<file path="config.mk">
export PLATFORM = sky130hd
export DESIGN_NAME = clu_fetch_ctrl
export DESIGN_NICKNAME = d
export VERILOG_FILES = /design/src/rtl/fcx_pkg.sv /design/src/rtl/fcx_decode.sv /design/src/rtl/fcx_pc_step.sv /design/src/rtl/fcx_tgt_bank.sv /design/src/rtl/clu_fetch_ctrl.sv
export SDC_FILE = /design/constraint.sdc
export NUM_CORES = 1
export LEC_CHECK = 0
export BUFFER_PORTS_ARGS = -buffer_cell sky130_fd_sc_hd__buf_4
export CAP_MARGIN = 25
export CORE_ASPECT_RATIO = 0.9
export CORE_MARGIN = 3
export CORE_UTILIZATION = 58
export DETAILED_ROUTE_END_ITERATION = 10
export HOLD_SLACK_MARGIN = 0.12
export PLACE_DENSITY = 0.81
export SLEW_MARGIN = 10
export SYNTH_ARGS = -nofsm -noshare
export SYNTH_HDL_FRONTEND = slang
export SYNTH_SLANG_ARGS = --single-unit
</file>
<file path="constraint.sdc">
create_clock -name clk -period 2.1 [get_ports clk]
set_input_delay 0.21 -clock clk [delete_from_list [all_inputs] [get_ports clk]]
set_output_delay 0.21 -clock clk [all_outputs]
set_load 0.1 [all_outputs]
</file>
<file path="src/rtl/fcx_pkg.sv">
package fcx_pkg;

    typedef enum logic [1:0] {
        OP_PLAIN = 2'd0,
        OP_PREP  = 2'd1,
        OP_BR    = 2'd2,
        OP_CTRL  = 2'd3
    } op_e;

    typedef enum logic {
        ST_RUN  = 1'b0,
        ST_DOZE = 1'b1
    } st_e;

    localparam int LEN_LSB = 0;
    localparam int OP_LSB  = 2;
    localparam int IDX_LSB = 4;
    localparam int SUB_BIT = 4;

endpackage

</file>
<file path="src/rtl/fcx_decode.sv">
module fcx_decode
    import fcx_pkg::*;
#(
    parameter int AW = 16,
    parameter int DW = 32,
    parameter int IW = 2
) (
    input  logic [DW-1:0] word_i,
    output logic [1:0]    len_code_o,
    output op_e           op_o,
    output logic [IW-1:0] idx_o,
    output logic          is_sleep_o,
    output logic          is_pwake_o,
    output logic [AW-1:0] tgt_o
);
    logic unused_bits;

    always_comb begin
        len_code_o = word_i[LEN_LSB +: 2];
        op_o       = op_e'(word_i[OP_LSB +: 2]);
        idx_o      = word_i[IDX_LSB +: IW];
        tgt_o      = word_i[DW-1 -: AW];
        is_sleep_o = (op_o == OP_CTRL) && !word_i[SUB_BIT];
        is_pwake_o = (op_o == OP_CTRL) &&  word_i[SUB_BIT];
    end

    assign unused_bits = ^word_i[DW-AW-1:IDX_LSB+IW];

endmodule

</file>
<file path="src/rtl/fcx_pc_step.sv">
module fcx_pc_step #(
    parameter int AW = 16
) (
    input  logic [AW-1:0] pc_i,
    input  logic [1:0]    len_code_i,
    output logic [AW-1:0] nxt_o
);
    logic [AW-1:0] words;

    always_comb begin
        words = AW'(len_code_i) + AW'(1);
        nxt_o = pc_i + words;
    end

endmodule

</file>
<file path="src/rtl/fcx_tgt_bank.sv">
module fcx_tgt_bank #(
    parameter int AW   = 16,
    parameter int NBTR = 4,
    localparam int IW  = (NBTR > 1) ? $clog2(NBTR) : 1
) (
    input  logic          clk,
    input  logic          rst_n,
    input  logic          we_i,
    input  logic [IW-1:0] widx_i,
    input  logic [AW-1:0] wdata_i,
    input  logic [IW-1:0] ridx_i,
    output logic [AW-1:0] rdata_o
);
    logic [AW-1:0] slot [NBTR];

    for (genvar g = 0; g < NBTR; g++) begin : g_slot
        always_ff @(posedge clk or negedge rst_n) begin
            if (!rst_n) begin
                slot[g] <= '0;
            end else if (we_i && (widx_i == IW'(g))) begin
                slot[g] <= wdata_i;
            end
        end
    end

    always_comb begin
        rdata_o = '0;
        for (int k = 0; k < NBTR; k++) begin
            if (ridx_i == IW'(k)) rdata_o = slot[k];
        end
    end

endmodule

</file>
<file path="src/rtl/clu_fetch_ctrl.sv">
module clu_fetch_ctrl
    import fcx_pkg::*;
#(
    parameter int          AW       = 16,
    parameter int          DW       = 32,
    parameter int          NBTR     = 4,
    parameter logic [15:0] START_PC = 16'h0000
) (
    input  logic          clk,
    input  logic          rst_n,
    input  logic          hazard_i,
    input  logic          gstall_i,
    input  logic          pred_i,
    input  logic          wake_i,
    input  logic [DW-1:0] imem_rd_i,
    output logic          stall_req_o,
    output logic [AW-1:0] imem_addr_o,
    output logic          imem_en_o,
    output logic          redirect_o,
    output logic          asleep_o
);
    localparam int IW = (NBTR > 1) ? $clog2(NBTR) : 1;

    st_e           state_q, state_d;
    logic [AW-1:0] pc_q, pc_d;
    logic [AW-1:0] wake_q;

    logic [1:0]    len_code;
    op_e           op;
    logic [IW-1:0] idx;
    logic          is_sleep, is_pwake;
    logic [AW-1:0] tgt, seq_pc, btr_rd;

    logic          exec, take, prep_we, wake_we, sleep_go, wake_go;

    fcx_decode #(.AW(AW), .DW(DW), .IW(IW)) u_dec (
        .word_i     (imem_rd_i),
        .len_code_o (len_code),
        .op_o       (op),
        .idx_o      (idx),
        .is_sleep_o (is_sleep),
        .is_pwake_o (is_pwake),
        .tgt_o      (tgt)
    );

    fcx_pc_step #(.AW(AW)) u_step (
        .pc_i       (pc_q),
        .len_code_i (len_code),
        .nxt_o      (seq_pc)
    );

    fcx_tgt_bank #(.AW(AW), .NBTR(NBTR)) u_btr (
        .clk     (clk),
        .rst_n   (rst_n),
        .we_i    (prep_we),
        .widx_i  (idx),
        .wdata_i (tgt),
        .ridx_i  (idx),
        .rdata_o (btr_rd)
    );

    // bundle execution qualifiers
    always_comb begin
        exec     = (state_q == ST_RUN) && !gstall_i;
        take     = exec && (op == OP_BR) && pred_i;
        prep_we  = exec && (op == OP_PREP);
        wake_we  = exec && is_pwake;
        sleep_go = exec && is_sleep;
        wake_go  = (state_q == ST_DOZE) && !gstall_i && wake_i;
    end

    // next state and next PC
    always_comb begin
        state_d = state_q;
        pc_d    = pc_q;
        unique case (state_q)
            ST_RUN: begin
                if (exec) pc_d = take ? btr_rd : seq_pc;
                if (sleep_go) state_d = ST_DOZE;
            end
            ST_DOZE: begin
                if (wake_go) begin
                    pc_d    = wake_q;
                    state_d = ST_RUN;
                end
            end
        endcase
    end

    // state register
    always_ff @(posedge clk or negedge rst_n) begin
        if (!rst_n) begin
            state_q <= ST_RUN;
            pc_q    <= AW'(START_PC);
            wake_q  <= '0;
        end else begin
            state_q <= state_d;
            pc_q    <= pc_d;
            if (wake_we) wake_q <= tgt;
        end
    end

    // outputs
    always_comb begin
        stall_req_o = hazard_i;
        imem_addr_o = pc_q;
        imem_en_o   = (state_q == ST_RUN);
        asleep_o    = (state_q == ST_DOZE);
        redirect_o  = take;
    end

endmodule

</file>
# Yosys cells after proc, flatten, opt, wreduce, memory -nomap -nowiden
# Cells that the tools add are included.
dict set report totals {
  register_bits 97
  out_inout_bits 20
}
dict set report op_classes {
  add_sub_neg 2
  eq_ne 8
  mux 11
  n_bitwise 1
  reduce_logical 18
}
# cell count
set op_table {}
lappend op_table {{2-to-1 mux 16 bit} 7}
lappend op_table {{one-hot mux 16 bit (2 select lines)} 1}
lappend op_table {{adder 16 bit} 1}
lappend op_table {{logical AND 1 bit} 14}
lappend op_table {{equality test 2 bit (second input constant)} 4}
lappend op_table {{equality test 2 x 1 -> 1 bit (second input constant)} 2}
lappend op_table {{!= test 2 x 1 -> 1 bit (second input constant)} 2}
lappend op_table {{adder 2 x 1 -> 3 bit (second input constant)} 1}
lappend op_table {{logical NOT 1 bit} 2}
lappend op_table {{logical NOT 2 bit} 1}
lappend op_table {{2-to-1 mux 1 bit} 2}
lappend op_table {{one-hot mux 1 bit (2 select lines)} 1}
lappend op_table {{AND reduction 2 bit} 1}
lappend op_table {{inverter 1 bit} 1}

# Longest topological paths before layout
dict set report depth {
  word_depth 8
  ltp_mapped 8
  ltp_nobuf 8
}

# By module
# Synthesis repeated with hierarchy kept, for this count alone.
dict set report hier_totals {
  cells_unflattened 383
  area_unflattened_um2 5039.8
}
# mod n_inst cells_per_inst area_per_inst_um2 seq_area_each_um2
set modules_own_cells {}
lappend modules_own_cells {fcx_tgt_bank 1 156 2792.7 1601.5}
lappend modules_own_cells {clu_fetch_ctrl 1 156 1719.1 825.8}
lappend modules_own_cells {fcx_pc_step 1 47 346.6 0.0}
lappend modules_own_cells {fcx_decode 1 24 181.4 0.0}

# Worst setup path before layout
# OpenSTA, ideal clock, no wires.
dict set report synth_timing {
  path_type {reg2reg}
  start {register state_q, in the netlist asleep_o}
  end {register pc_q[14], in the netlist imem_addr_o[14]}
  setup_ns 0.101
  arrival_ns 2.441
  path_slack_ns -0.441
  path_stages_with_launch 6
  n_path_buf 1
  period_less_slack_ns 2.541
  cell_sequence {dfrtp_1 > clkbuf_1 > inv_1 > o21ai_1 > a21oi_1 > o32ai_1}
}
dict set report synth_via {
  elab_chain_cells 7
}
# element line_no
set synth_lines {}
lappend synth_lines {{start, declared} clu_fetch_ctrl.sv:24} ;# st_e state_q, state_d;
lappend synth_lines {{start signal, assigned} clu_fetch_ctrl.sv:97} ;# state_q <= state_d;
lappend synth_lines {{inverter 1 bit (*)} n/a}
lappend synth_lines {{net imem_en_o} clu_fetch_ctrl.sv:18} ;# output logic imem_en_o,
lappend synth_lines {{logical AND 1 bit} clu_fetch_ctrl.sv:64} ;# exec = (state_q == ST_RUN) && !gstall_i;
lappend synth_lines {{logical AND 1 bit (2 in a row)} clu_fetch_ctrl.sv:65} ;# take = exec && (op == OP_BR) && pred_i;
lappend synth_lines {{2-to-1 mux 16 bit (2 in a row)} clu_fetch_ctrl.sv:78} ;# if (exec) pc_d = take ? btr_rd : seq_pc;
lappend synth_lines {{one-hot mux 16 bit (2 select lines)} clu_fetch_ctrl.sv:76} ;# unique case (state_q)
lappend synth_lines {{end signal, assigned} clu_fetch_ctrl.sv:94} ;# pc_q <= AW'(START_PC);
lappend synth_lines {{end signal, assigned} clu_fetch_ctrl.sv:98} ;# pc_q <= pc_d;
lappend synth_lines {{end, declared} clu_fetch_ctrl.sv:25} ;# logic [AW-1:0] pc_q, pc_d;
# The timed path passes the listed nets; every way through them passes the cells marked *. The select of a mux whose other input is x is not followed.
# A chain may end at the register's enable or synchronous reset.

# Final worst setup path
dict set report layout_timing {
  start {register pc_q[0], in the netlist imem_addr_o[0]}
  end {register pc_q[14], in the netlist imem_addr_o[14]}
}
dict set report layout_via {
  elab_chain_cells 4
}
# element line_no
set layout_lines {}
lappend layout_lines {{adder 16 bit} fcx_pc_step.sv:12} ;# nxt_o = pc_i + words;
lappend layout_lines {{2-to-1 mux 16 bit (2 in a row)} clu_fetch_ctrl.sv:78}
lappend layout_lines {{one-hot mux 16 bit (2 select lines)} clu_fetch_ctrl.sv:76}
# Every way passes these cells. The select of a mux whose other input is x is not followed.

==> out/qor.txt <==
Outcome -> complete, no violations
Clock slew at reported path FFs -> 100 ps
CTS tree -> done
Later-pin clock latency in the skew report -> 370 ps
Vias in the first global route -> 3409
CP Capture Type -> register
Slew headroom -> 66.0%
Measured slew at the worst slew-check pin -> 508 ps
Post-synth net total -> 409
Max-cap violations -> 0
Final setup vio count -> 0
Final Cell Area -> 0.00569 sq mm
Area leader, netlist -> dfrtp_1
Leakage power -> 0.00247 uW
Reg2Reg Setup Slack -> 60 ps
Data arrival time of the worst path -> 2300 ps
Total Routing Usage GR -> 25.3%
Initial antenna violation count -> 0
CTS root buf -> clkbuf_8
Count leader, synth -> dfrtp_1
Max-slew violations -> 0
Largest cells by area after synthesis -> dfrtp_1, mux2_2, mux4_2
Die Footprint -> 0.00936 sq mm
Buffers on Ports -> 45
Total gr overflow -> 0
Most frequent cells after synthesis -> dfrtp_1, mux2_2, nand2_1
Max Root-Sink Buffers -> 2
Hold Crit Start -> imem_rd_i[3]
Final nets -> 477
Setup TNS -> 0 ps
Avg Cell Area, Syn -> 13.0 sq um
Yosys top cell area share -> 50.9%
DR pass1 iterations -> 5
Synthesized instance count -> 366
Distinct cells, synth -> 54
Post-DP HPWL -> 7670 um
Via Count -> 3364
Die H -> 92.1 um
Final Critical Period -> 2040 ps
Top FF cell, synth -> dfrtp_1
Routed WL per cell -> 20.6 um
CORE AREA -> 0.00777 sq mm
Peak supply drop -> 0.000717 V
Pin count of the biggest net entering global routing -> 40
Reg2Reg Launch Point -> imem_addr_o[0]
Proportion of synthesized area in mux cells -> 26.8%
R2R cell count -> 6
Num CTS Buffers -> 9
First-pass GRT wire length -> 17900 um
CP Launch Type -> register
Cell Area, Synth -> 0.00477 sq mm
Async S/R FF share, synth -> 100%
Ant diodes -> 0
Post-synth EDFFs -> 0
Vias per inst -> 6.29
H-tree depth -> 3
Crit Reg-Reg Endpoint -> imem_addr_o[14]
Fraction of layout cells with a size suffix above 1 -> 45.1%
HP Class -> primary input to register
Final hold vios -> 0
Area Overhead vs Synth -> 19.1%
FP Rows -> 30
Residual DRC -> 0
Power Density -> 1120 mW/mm^2
Crit path max fanout -> 4
Yosys warning total -> 0
Final Cycle Share -> 96.9%
Count of state elements after synthesis -> 97
Synthesized-area fraction occupied by adder cells -> 1.47%
Filler cell count -> 525
Postcts setup bufs -> 0
Placed cell areas -> 0.00532 sq mm
Die X -> 102 um
Synth Area in Simple Gates -> 7.58%
Hold Path Sink -> asleep_o
Largest family of logic cells by synthesized area -> multiplexers
Post-synthesis xor/xnor area fraction -> 1.47%
Clock sink count -> 97
WP data required -> 2370 ps
Worst Hold Path Cells -> 3
Post-route ant nets -> 0
Critical path class -> register to register
Starting density of the core -> 61.4%
Fmax achieved -> 491 MHz
Clock Skew -> 10.1 ps
Worst setup startpoint -> imem_addr_o[0]
Seq/Total Area, Yosys -> 50.9%
Routability cong. -> 0.936
Compound-gate portion of the synthesized area -> 8.55%
Final wirelength -> 11000 um
RSZ-0062 raised after global routing -> no
Top Ports -> 58
Initial DRC count -> 271
layer usage:
layer  global-route usage, %  part of all wire, %  routed length, um
met1                    36.2                   44               4810
met2                    39.7                   48               5350
met4                    6.87                  1.7                185
met5                       0                    0                  0
met3                    5.02                  6.2                689
critical path: stages, from the launching register on:
cell and delay [ps]:
dfrtp_4 510, ha_4 180, fa_2 360, a21oi_1 310, or3_1 260, nor3_1 60
o32ai_1 260
final cells by class:
type | count | area [sq um] | area share [%]
clock buffers | 9 | 124 | 2.18
repair buffers | 75 | 647 | 11.4
flip-flops and latches | 97 | 2450 | 43.1
well taps | 96 | 120 | 2.11
inverters | 10 | 45.0 | 0.792
clock inverters | 7 | 70.1 | 1.23
multi-input cells | 241 | 2230 | 39.3
layout by cell type, fill, tap and decap left out, types with 3 or more instances in the layout:
| master | instances |
|---|---|
| a21oi_1 | 16 |
| a31oi_1 | 4 |
| a32oi_1 | 3 |
| buf_12 | 3 |
| buf_4 | 54 |
| clkbuf_8 | 9 |
| clkinv_2 | 3 |
| clkinvlp_4 | 3 |
| dfrtp_1 | 88 |
| dfrtp_2 | 5 |
| dfrtp_4 | 4 |
| dlygate4sd3_1 | 17 |
| inv_1 | 8 |
| mux2_2 | 80 |
| mux4_2 | 16 |
| nand2_1 | 21 |
| nand3_1 | 4 |
| nand4_1 | 4 |
| nor2_1 | 10 |
| nor3_1 | 5 |
| o21ai_0 | 16 |
| o22ai_1 | 7 |
| xnor2_1 | 4 |
| xor2_1 | 4 |
power breakdown:
group | internal [uW] | leakage, uW | switching (uW)
logic | 933 | 0.00118 | 1400
clock network | 550 | 0.0000994 | 658
registers | 2410 | 0.00118 | 417
total | 3890 | 0.00247 | 2480
per-stage QoR:
stage                     total power (uW)  utilization, %  hold WS, ps  worst slack (ps)  std cells
after floorplan                       4550               -        -85.6              5.58        366
after global placement                5060            68.4          192              46.3        502
after detailed placement              5160            68.4          199              7.22        502
after CTS                             6390            73.1          148              27.2        535
after global routing                  6680            73.2          158              7.49        535
final                                 6370            73.2          162              64.6        535
logic make-up (layout without fill, tap and decap cells):
group | count (synthesis) | in the layout
muxes | 98 | 98
DFF | 97 | 97
and+or+nand+nor | 66 | 66
AOI/OAI and AO/OA | 64 | 64
buffers and inverters | 28 | 101
xor gates and xnor gates | 8 | 8
adders and majority gates | 5 | 5
worst max-delay path by stage:
stage / endpoint / slack, ps / cells past startpoint
detailed placement: imem_addr_o[11] / 7 / 8
global placement: imem_addr_o[15] / 50 / 8
global route: redirect_o / 7 / 5
finish: imem_addr_o[14] / 60 / 6
floorplan: u_btr.slot[49] / 6 / 6
CTS: redirect_o / 30 / 5
repair_timing:
item	CTS	global route
endpoints found under the hold margin	107	0
gates resized for setup	0	3
hold buffers	17	0
endpoints found under the setup margin	0	2
sequential cells by signal (all words and copies together) (netlist names):
signal / count
u_btr.slot: 64
imem_addr_o: 16
wake_q: 16
asleep_o: 1
Note: power is estimated with default switching activity, not from simulation.
